[src/rtl/rs_pkg.sv]
package rs_pkg;

  localparam int TAG_W = 6;
  localparam int OP_W  = 5;
  localparam int ROB_W = 4;

  typedef struct packed {
    logic [OP_W-1:0]  op;
    logic             has_dst;
    logic [TAG_W-1:0] dst;
    logic [TAG_W-1:0] src1;
    logic             rdy1;
    logic [TAG_W-1:0] src2;
    logic             rdy2;
    logic [ROB_W-1:0] rob;
  } rs_fields_t;

  // distance of a reorder-buffer index from the head, wrapping
  function automatic logic [ROB_W-1:0] rob_age(input logic [ROB_W-1:0] idx,
                                               input logic [ROB_W-1:0] head);
    return idx - head;
  endfunction

  function automatic logic is_younger(input logic [ROB_W-1:0] idx,
                                      input logic [ROB_W-1:0] tgt,
                                      input logic [ROB_W-1:0] head);
    return rob_age(idx, head) > rob_age(tgt, head);
  endfunction

  function automatic logic tag_hit(input logic             bvalid,
                                   input logic [TAG_W-1:0] btag,
                                   input logic [TAG_W-1:0] stag);
    return bvalid && (btag == stag);
  endfunction

endpackage

[src/rtl/rs_pick.sv]
module rs_pick #(
  parameter int N = 2
) (
  input  logic [N-1:0] req,
  output logic [N-1:0] gnt,
  output logic         any
);
  always_comb begin
    logic taken;
    taken = 1'b0;
    gnt   = '0;
    for (int i = 0; i < N; i++) begin
      if (req[i] && !taken) begin
        gnt[i] = 1'b1;
        taken  = 1'b1;
      end
    end
    any = taken;
  end
endmodule

[src/rtl/rs_entry.sv]
module rs_entry
  import rs_pkg::*;
(
  input  logic             clk,
  input  logic             rst_n,
  input  logic             wr_en,
  input  rs_fields_t       wr_f,
  input  logic             cdb_valid,
  input  logic [TAG_W-1:0] cdb_tag,
  input  logic             clr,
  output logic             busy,
  output rs_fields_t       f,
  output logic             req
);
  logic wr_wake1, wr_wake2, hold_wake1, hold_wake2;

  assign wr_wake1   = tag_hit(cdb_valid, cdb_tag, wr_f.src1);
  assign wr_wake2   = tag_hit(cdb_valid, cdb_tag, wr_f.src2);
  assign hold_wake1 = tag_hit(cdb_valid, cdb_tag, f.src1);
  assign hold_wake2 = tag_hit(cdb_valid, cdb_tag, f.src2);

  always_ff @(posedge clk or negedge rst_n) begin
    if (!rst_n) begin
      busy <= 1'b0;
      f    <= '0;
    end else if (wr_en) begin
      busy   <= 1'b1;
      f      <= wr_f;
      f.rdy1 <= wr_f.rdy1 | wr_wake1;
      f.rdy2 <= wr_f.rdy2 | wr_wake2;
    end else if (clr) begin
      busy <= 1'b0;
    end else begin
      if (hold_wake1) f.rdy1 <= 1'b1;
      if (hold_wake2) f.rdy2 <= 1'b1;
    end
  end

  assign req = busy && f.rdy1 && f.rdy2;
endmodule

[src/rtl/rs_pool.sv]
module rs_pool
  import rs_pkg::*;
#(
  parameter int NUM_FU = 4,
  parameter int SLOTS  = 2,
  localparam int FU_W  = (NUM_FU > 1) ? $clog2(NUM_FU) : 1
) (
  input  logic                          clk,
  input  logic                          rst_n,
  input  logic                          disp_valid,
  input  logic [FU_W-1:0]               disp_fu,
  input  logic [OP_W-1:0]               disp_op,
  input  logic                          disp_has_dst,
  input  logic [TAG_W-1:0]              disp_dst,
  input  logic [TAG_W-1:0]              disp_src1,
  input  logic                          disp_src1_rdy,
  input  logic [TAG_W-1:0]              disp_src2,
  input  logic                          disp_src2_rdy,
  input  logic [ROB_W-1:0]              disp_rob,
  output logic                          disp_stall,
  input  logic                          cdb_valid,
  input  logic [TAG_W-1:0]              cdb_tag,
  input  logic [ROB_W-1:0]              rob_head,
  input  logic                          flush_valid,
  input  logic [ROB_W-1:0]              flush_rob,
  output logic [NUM_FU-1:0]             iss_valid,
  output logic [NUM_FU-1:0][OP_W-1:0]   iss_op,
  output logic [NUM_FU-1:0]             iss_has_dst,
  output logic [NUM_FU-1:0][TAG_W-1:0]  iss_dst,
  output logic [NUM_FU-1:0][TAG_W-1:0]  iss_src1,
  output logic [NUM_FU-1:0][TAG_W-1:0]  iss_src2
);
  localparam int NE = NUM_FU * SLOTS;

  // named internal events, visible to the bound checker
  logic [NE-1:0]            ent_busy;
  logic [NE-1:0]            ent_req;
  logic [NE-1:0]            ent_kill;
  logic [NE-1:0]            ent_gnt;
  logic [NE-1:0]            ent_free_gnt;
  logic [NE-1:0]            ent_wr;
  logic [NE-1:0]            ent_clr;
  logic [NE-1:0]            ent_rdy1;
  logic [NE-1:0]            ent_rdy2;
  logic [NE-1:0][TAG_W-1:0] ent_src1;
  logic [NE-1:0][TAG_W-1:0] ent_src2;
  logic [NUM_FU-1:0]        class_free;
  logic                     disp_ok;
  logic                     sel_free;
  rs_fields_t               ent_f [NE];
  rs_fields_t               disp_f;

  always_comb begin
    disp_f         = '0;
    disp_f.op      = disp_op;
    disp_f.has_dst = disp_has_dst;
    disp_f.dst     = disp_has_dst ? disp_dst : '0;
    disp_f.src1    = disp_src1;
    disp_f.rdy1    = disp_src1_rdy;
    disp_f.src2    = disp_src2;
    disp_f.rdy2    = disp_src2_rdy;
    disp_f.rob     = disp_rob;
  end

  always_comb begin
    sel_free = 1'b0;
    for (int c = 0; c < NUM_FU; c++) begin
      if (disp_fu == FU_W'(c)) sel_free = class_free[c];
    end
  end

  assign disp_stall = disp_valid && !sel_free;
  assign disp_ok    = disp_valid && !flush_valid && sel_free;

  for (genvar c = 0; c < NUM_FU; c++) begin : g_class
    rs_pick #(.N(SLOTS)) u_free_pick (
      .req (~ent_busy[c*SLOTS +: SLOTS]),
      .gnt (ent_free_gnt[c*SLOTS +: SLOTS]),
      .any (class_free[c])
    );

    rs_pick #(.N(SLOTS)) u_issue_pick (
      .req (ent_req[c*SLOTS +: SLOTS] & ~ent_kill[c*SLOTS +: SLOTS]),
      .gnt (ent_gnt[c*SLOTS +: SLOTS]),
      .any (iss_valid[c])
    );

    for (genvar s = 0; s < SLOTS; s++) begin : g_slot
      localparam int E = c * SLOTS + s;

      assign ent_wr[E]   = disp_ok && (disp_fu == FU_W'(c)) && ent_free_gnt[E];
      assign ent_kill[E] = flush_valid && ent_busy[E]
                           && is_younger(ent_f[E].rob, flush_rob, rob_head);
      assign ent_clr[E]  = ent_gnt[E] || ent_kill[E];
      assign ent_rdy1[E] = ent_f[E].rdy1;
      assign ent_rdy2[E] = ent_f[E].rdy2;
      assign ent_src1[E] = ent_f[E].src1;
      assign ent_src2[E] = ent_f[E].src2;

      rs_entry u_entry (
        .clk       (clk),
        .rst_n     (rst_n),
        .wr_en     (ent_wr[E]),
        .wr_f      (disp_f),
        .cdb_valid (cdb_valid),
        .cdb_tag   (cdb_tag),
        .clr       (ent_clr[E]),
        .busy      (ent_busy[E]),
        .f         (ent_f[E]),
        .req       (ent_req[E])
      );
    end
  end

  // and-or issue mux, grant is one-hot per class
  always_comb begin
    iss_op      = '0;
    iss_has_dst = '0;
    iss_dst     = '0;
    iss_src1    = '0;
    iss_src2    = '0;
    for (int c = 0; c < NUM_FU; c++) begin
      for (int s = 0; s < SLOTS; s++) begin
        if (ent_gnt[c*SLOTS+s]) begin
          iss_op[c]      = ent_f[c*SLOTS+s].op;
          iss_has_dst[c] = ent_f[c*SLOTS+s].has_dst;
          iss_dst[c]     = ent_f[c*SLOTS+s].has_dst ? ent_f[c*SLOTS+s].dst : '0;
          iss_src1[c]    = ent_f[c*SLOTS+s].src1;
          iss_src2[c]    = ent_f[c*SLOTS+s].src2;
        end
      end
    end
  end
endmodule

[config.mk]
export PLATFORM = sky130hd
export DESIGN_NAME = rs_pool
export DESIGN_NICKNAME = d
export VERILOG_FILES = /design/src/rtl/rs_pkg.sv /design/src/rtl/rs_pick.sv /design/src/rtl/rs_entry.sv /design/src/rtl/rs_pool.sv
export SDC_FILE = /design/constraint.sdc
export NUM_CORES = 1
export LEC_CHECK = 0
export BUFFER_PORTS_ARGS = -buffer_cell sky130_fd_sc_hd__buf_2
export CAP_MARGIN = 10
export CORE_MARGIN = 1.5
export CORE_UTILIZATION = 45
export CTS_BUF_LIST = sky130_fd_sc_hd__clkbuf_16
export CTS_CLUSTER_DIAMETER = 150
export CTS_CLUSTER_SIZE = 25
export DETAILED_ROUTE_END_ITERATION = 6
export SETUP_SLACK_MARGIN = 0.02
export SKIP_CTS_REPAIR_TIMING = 1
export SYNTH_ARGS = -nofsm -noshare
export SYNTH_HDL_FRONTEND = slang
export SYNTH_SLANG_ARGS = --single-unit
[constraint.sdc]
create_clock -name clk -period 5.2 [get_ports clk]
set_clock_uncertainty 0.2 [all_clocks]
set_input_delay 0.26 -clock clk [delete_from_list [all_inputs] [get_ports clk]]
set_output_delay 0.26 -clock clk [all_outputs]
set_load 0.02 [all_outputs]
[Word-level counts from Yosys, hierarchy flattened]
Index checks and enable logic that the tools add are counted.
Storage, ports and cells
  bits in registers: 248
  input port bits: 51
  output and inout bits: 101
  word-level logic and storage cells: 405
Operators by class
  add/sub/neg operators: 9
  $lt $le $gt $ge: 8
  equal/unequal tests: 29
  multiplexer cells: 141
  bitwise logic cells: 14
  reduce and logical (&&, ||, !) cells: 132
Operators by type and width (count)
  6-bit 2-to-1 mux: 33
  6-bit equality test: 18
  1-bit 2-to-1 mux: 100
  1-bit logical AND: 73
  2-bit nonzero test: 24
  5-bit 2-to-1 mux: 8
  4-bit subtractor: 9
  4-bit greater-than comparator: 8
  2-bit AND reduction: 16
  2-bit by 1-bit != test with 1-bit output (second input constant): 8
  2-bit NOT: 8
  1-bit logical NOT: 10
  2-bit bitwise AND: 4
  1-bit logical OR: 8
  2-bit equality test (second input constant): 2
  2-bit by 1-bit equality test with 1-bit output (second input constant): 1
  2-bit logical NOT: 1
  1-bit OR: 2

[Logic depth before layout (Yosys ltp)]
  word-level depth: 14
  gate-level depth with buffers: 15
  depth with buffers taken out: 11

[Cells and area by module]
A second synthesis with hierarchy kept.
Second synthesis, totals
  cell total of the unflattened synthesis: 1284
  area total of the unflattened synthesis: 14940.6 um2
By module, submodules not included
  rs_entry: instances 8, cells each 104, area an instance 1452.6 um2, sequential area each 775.7 um2
  rs_pool: instances 1, cells each 428, area an instance 3159.3 um2, sequential area each 0.0 um2
  rs_pick: instances 8, cells each 3, area an instance 20.0 um2, sequential area each 0.0 um2

[Worst setup path before layout]
OpenSTA, ideal clock, no wires.
  path type: input to output
  start: input rob_head[1]
  end: output iss_dst[18] (netlist name)
  arrival time: 3.571 ns
  required time: 4.740 ns
  setup slack: 1.169 ns
  cell stages on the path: 12
  path buffers: 2
  cells stage by stage: inv_1 ha_1 a21o_1 a21oi_1 xnor2_1 ha_1 nor3b_1 a311oi_1 o2111ai_1 buf_4 buf_4 mux2i_1
RTL lines
  start: declaration: RTL line rs_pool.sv:23  | input logic [ROB_W-1:0] rob_head,
  end: declaration: RTL line rs_pool.sv:29  | output logic [NUM_FU-1:0][TAG_W-1:0] iss_dst,

==> results.yml <==
layout:
  fin_nets: 1717
  drive_above_1_share_pct: 19.4
  finalNonFillerCells: 2051
  final_core_util_pct: 50.5
  diodes: 0
  synthToLayoutAreaGrowth_pct: 10.7
floorplanning:
  die-area_sq_mm: 0.0341
  die_h_um: 185
  initial_core_util_pct: 45.6
  ios: 152
  core_sq_mm: 0.0325
  die_w_um: 185
  fp-row-count: 66
route:
  vias: 11390
  routed_wirelength_um: 42500
  dr.pass1.iters: 5
  vias_per_cell: 5.55
  ant_nets: 0
  drtIter0Drc: 767
  remaining_drc_errors: 0
  wl_per_cell_um: 20.7
clocking:
  cts_made_buffers: 13
  cts-root-buf: "clkbuf_16"
  cts_sinks: 248
  htreeDepth: 1
  clk-insertion-delay-late_ns: 0.50
  cts_tree: "yes"
  clock_path_buffers: 3
  clk_pin_slew_ns: 0.12
timing:
  whs_ns: 0.0260
  setup_tns_ns: 0
  timing.final.crit_share_pct: 86.3
  grt_setup_unrepaired: "no"
  hold_violations: 0
  fmax_mhz: 223
  setup_viol: 0
  tightest_slew_ns: 1.16
  drv_slew: 0
  min_period_ns: 4.49
  relSlewSlack_pct: 22.5
global_route:
  first_global_vias: 11264
  grt-ovfl-total: 0
  antenna_found_initial: 1
  grt_max_degree: 119
  grt.total_usage_pct: 25.4
  grt_first_pass_wirelength_um: 66200
job:
  maxCapViolCount: 0
critical_path:
  critPathArrivalTime_ns: 4.03
  crit_chain: "buf_2, inv_1, buf_4, ha_1, a21o_1, a21oi_1, xnor2_1, ha_1, o21a_1, a221oi_2, o2111ai_4, buf_4, mux2i_1, buf_2"
  cp-start-kind: "input pin"
  crit_fanout: 16
  cp.buffers_inverters: 5
  cpMaxStageDelayCell: "a221oi_2"
  end_kind: "primary output"
  slowest_delay_ns: 0.50
  path_delay_family: "compound AO/OA/AOI/OAI gates"
  critical_path_class: "in -> out"
  cp.required_ns: 4.74
logic_synthesis:
  yosysSeqAreaShare_pct: 41.8
  synth_area_per_cell_sq_um: 9.77
  synth_top_area_share_pct: 41.8
  yosys_most_used_dff: "dfrtp_1"
  async_reset_ff_share_pct: 100
  synthTopCellsByArea: "dfrtp_1 (42%), nand2_1 (7.3%), mux2_2 (7.1%)"
  yosysTopAreaCell: "dfrtp_1"
  synthCells: 1519
  ys_warn_count: 0
  synth_seq_cells: 248
  synth_cell_types: 56
  yosysMostFrequentCell: "nand2_1"
  synth_edf_count: 0
  synthTopCellsByCount: "nand2_1 (288), dfrtp_1 (248), o21ai_0 (100)"
  syn_nets: 1626
  syn-cell-area_sq_mm: 0.0148
placed_design:
  dpl.hpwl_um: 29000
  port_buffers: 151
  routabilityCongestion: 0.842
  post-place-cells: 2014
power:
  max-vdd-ir-drop_uv: 244
  power.leakage_uw: 0.00818
  power_density_mw_per_mm2: 457
  power_uw: 7510
outcome:
  outcome: "complete, no violations"
hold_path:
  hp-class: "in -> reg"
-- per-layer routing --
| metal | vias up | track usage, % | part of all wire (%) | wire length, um |
|---|---|---|---|---|
| li1 | 5388 | - | - | - |
| met5 | - | 0 | 0.021 | 9 |
| met1 | 5666 | 35.6 | 45 | 19300 |
| met4 | 2 | 5.92 | 2.1 | 896 |
| met3 | 53 | 2.55 | 4.3 | 1810 |
| met2 | 281 | 42.2 | 48 | 20500 |
-- power breakdown --
part | switching [uW] | leakage, uW | internal (uW)
logic | 1920 | 0.00484 | 1370
clock network | 639 | 0.000162 | 455
registers | 538 | 0.00317 | 2600
-- placed cells by master (no fill, tap or decap), drive strengths merged, types with 15 or more instances in the layout --
cell         instances
a21o                15
a21oi               36
buf                179
dfrtp              248
dlygate4sd3         23
ha                  47
inv                 79
mux2               105
mux2i               78
nand2              288
nand4               17
nor2                23
o2111ai             54
o211ai              27
o21ai              101
xnor2               84
xor2                64
-- final cells by class --
cell class	instances	area, sq um
Tap cell	442	553
Clock buffer	13	325
Multi-Input combinational cell	1066	7830
Sequential cell	248	6210
Inverter	79	297
Fill cell	3077	16100
Clock inverter	1	3.75
Timing Repair Buffer	202	1220
-- worst paths after layout --
path / from / endpoint / slack [ns] / cells past startpoint
max: rob_head[1] / iss_src2[11] / 0.71 / 14
min: disp_fu[0] / g_class[2].g_slot[0].u_entry.f[1] / 0.03 / 4
max reg2reg: g_class[2].g_slot[0].u_entry.f[0] / g_class[2].g_slot[1].u_entry.busy / 1.76 / 9
min reg2reg: g_class[0].g_slot[0].u_entry.f[25] / g_class[0].g_slot[0].u_entry.f[25] / 0.29 / 2
max in group asynchronous: rst_n / g_class[0].g_slot[1].u_entry.f[19] / 3.28 / 3
min in group asynchronous: rst_n / g_class[2].g_slot[0].u_entry.f[14] / 0.23 / 2
-- sequential cells by signal, indices dropped and copies added (netlist names) --
| name | count |
|---|---|
| g_class.g_slot.u_entry.f | 240 |
| g_class.g_slot.u_entry.busy | 8 |
-- worst register-to-register path, delay by kind of cell (launching register included) --
kind | cells | cell delay, ns
DFF | 1 | 0.41
adders and majority gates | 3 | 0.93
AOI/OAI and AO/OA | 4 | 1.65
buffers and inverters | 2 | 0.15
-- cells by family after synthesis --
kind of cell	count (synthesis)	synth area share, %
and+or+nand+nor	397	11.5
AOI/OAI and AO/OA	282	13.0
DFF	248	41.8
buffers and inverters	205	6.14
muxes	183	13.5
xor gates and xnor gates	148	8.86
adders and majority gates	56	5.17
-- metrics by stage --
| stage | area [sq um] | setup WS (ns) |
|---|---|---|
| 2_1_floorplan | 14800 | 1.17 |
| 3_3_place_gp | 15900 | 0.747 |
| 3_5_place_dp | 15900 | 0.719 |
| 4_1_cts | 16200 | 0.700 |
| 5_1_grt | 16400 | 0.464 |
| 6_report | 16400 | 0.714 |
(Power assumes the default switching activity.)
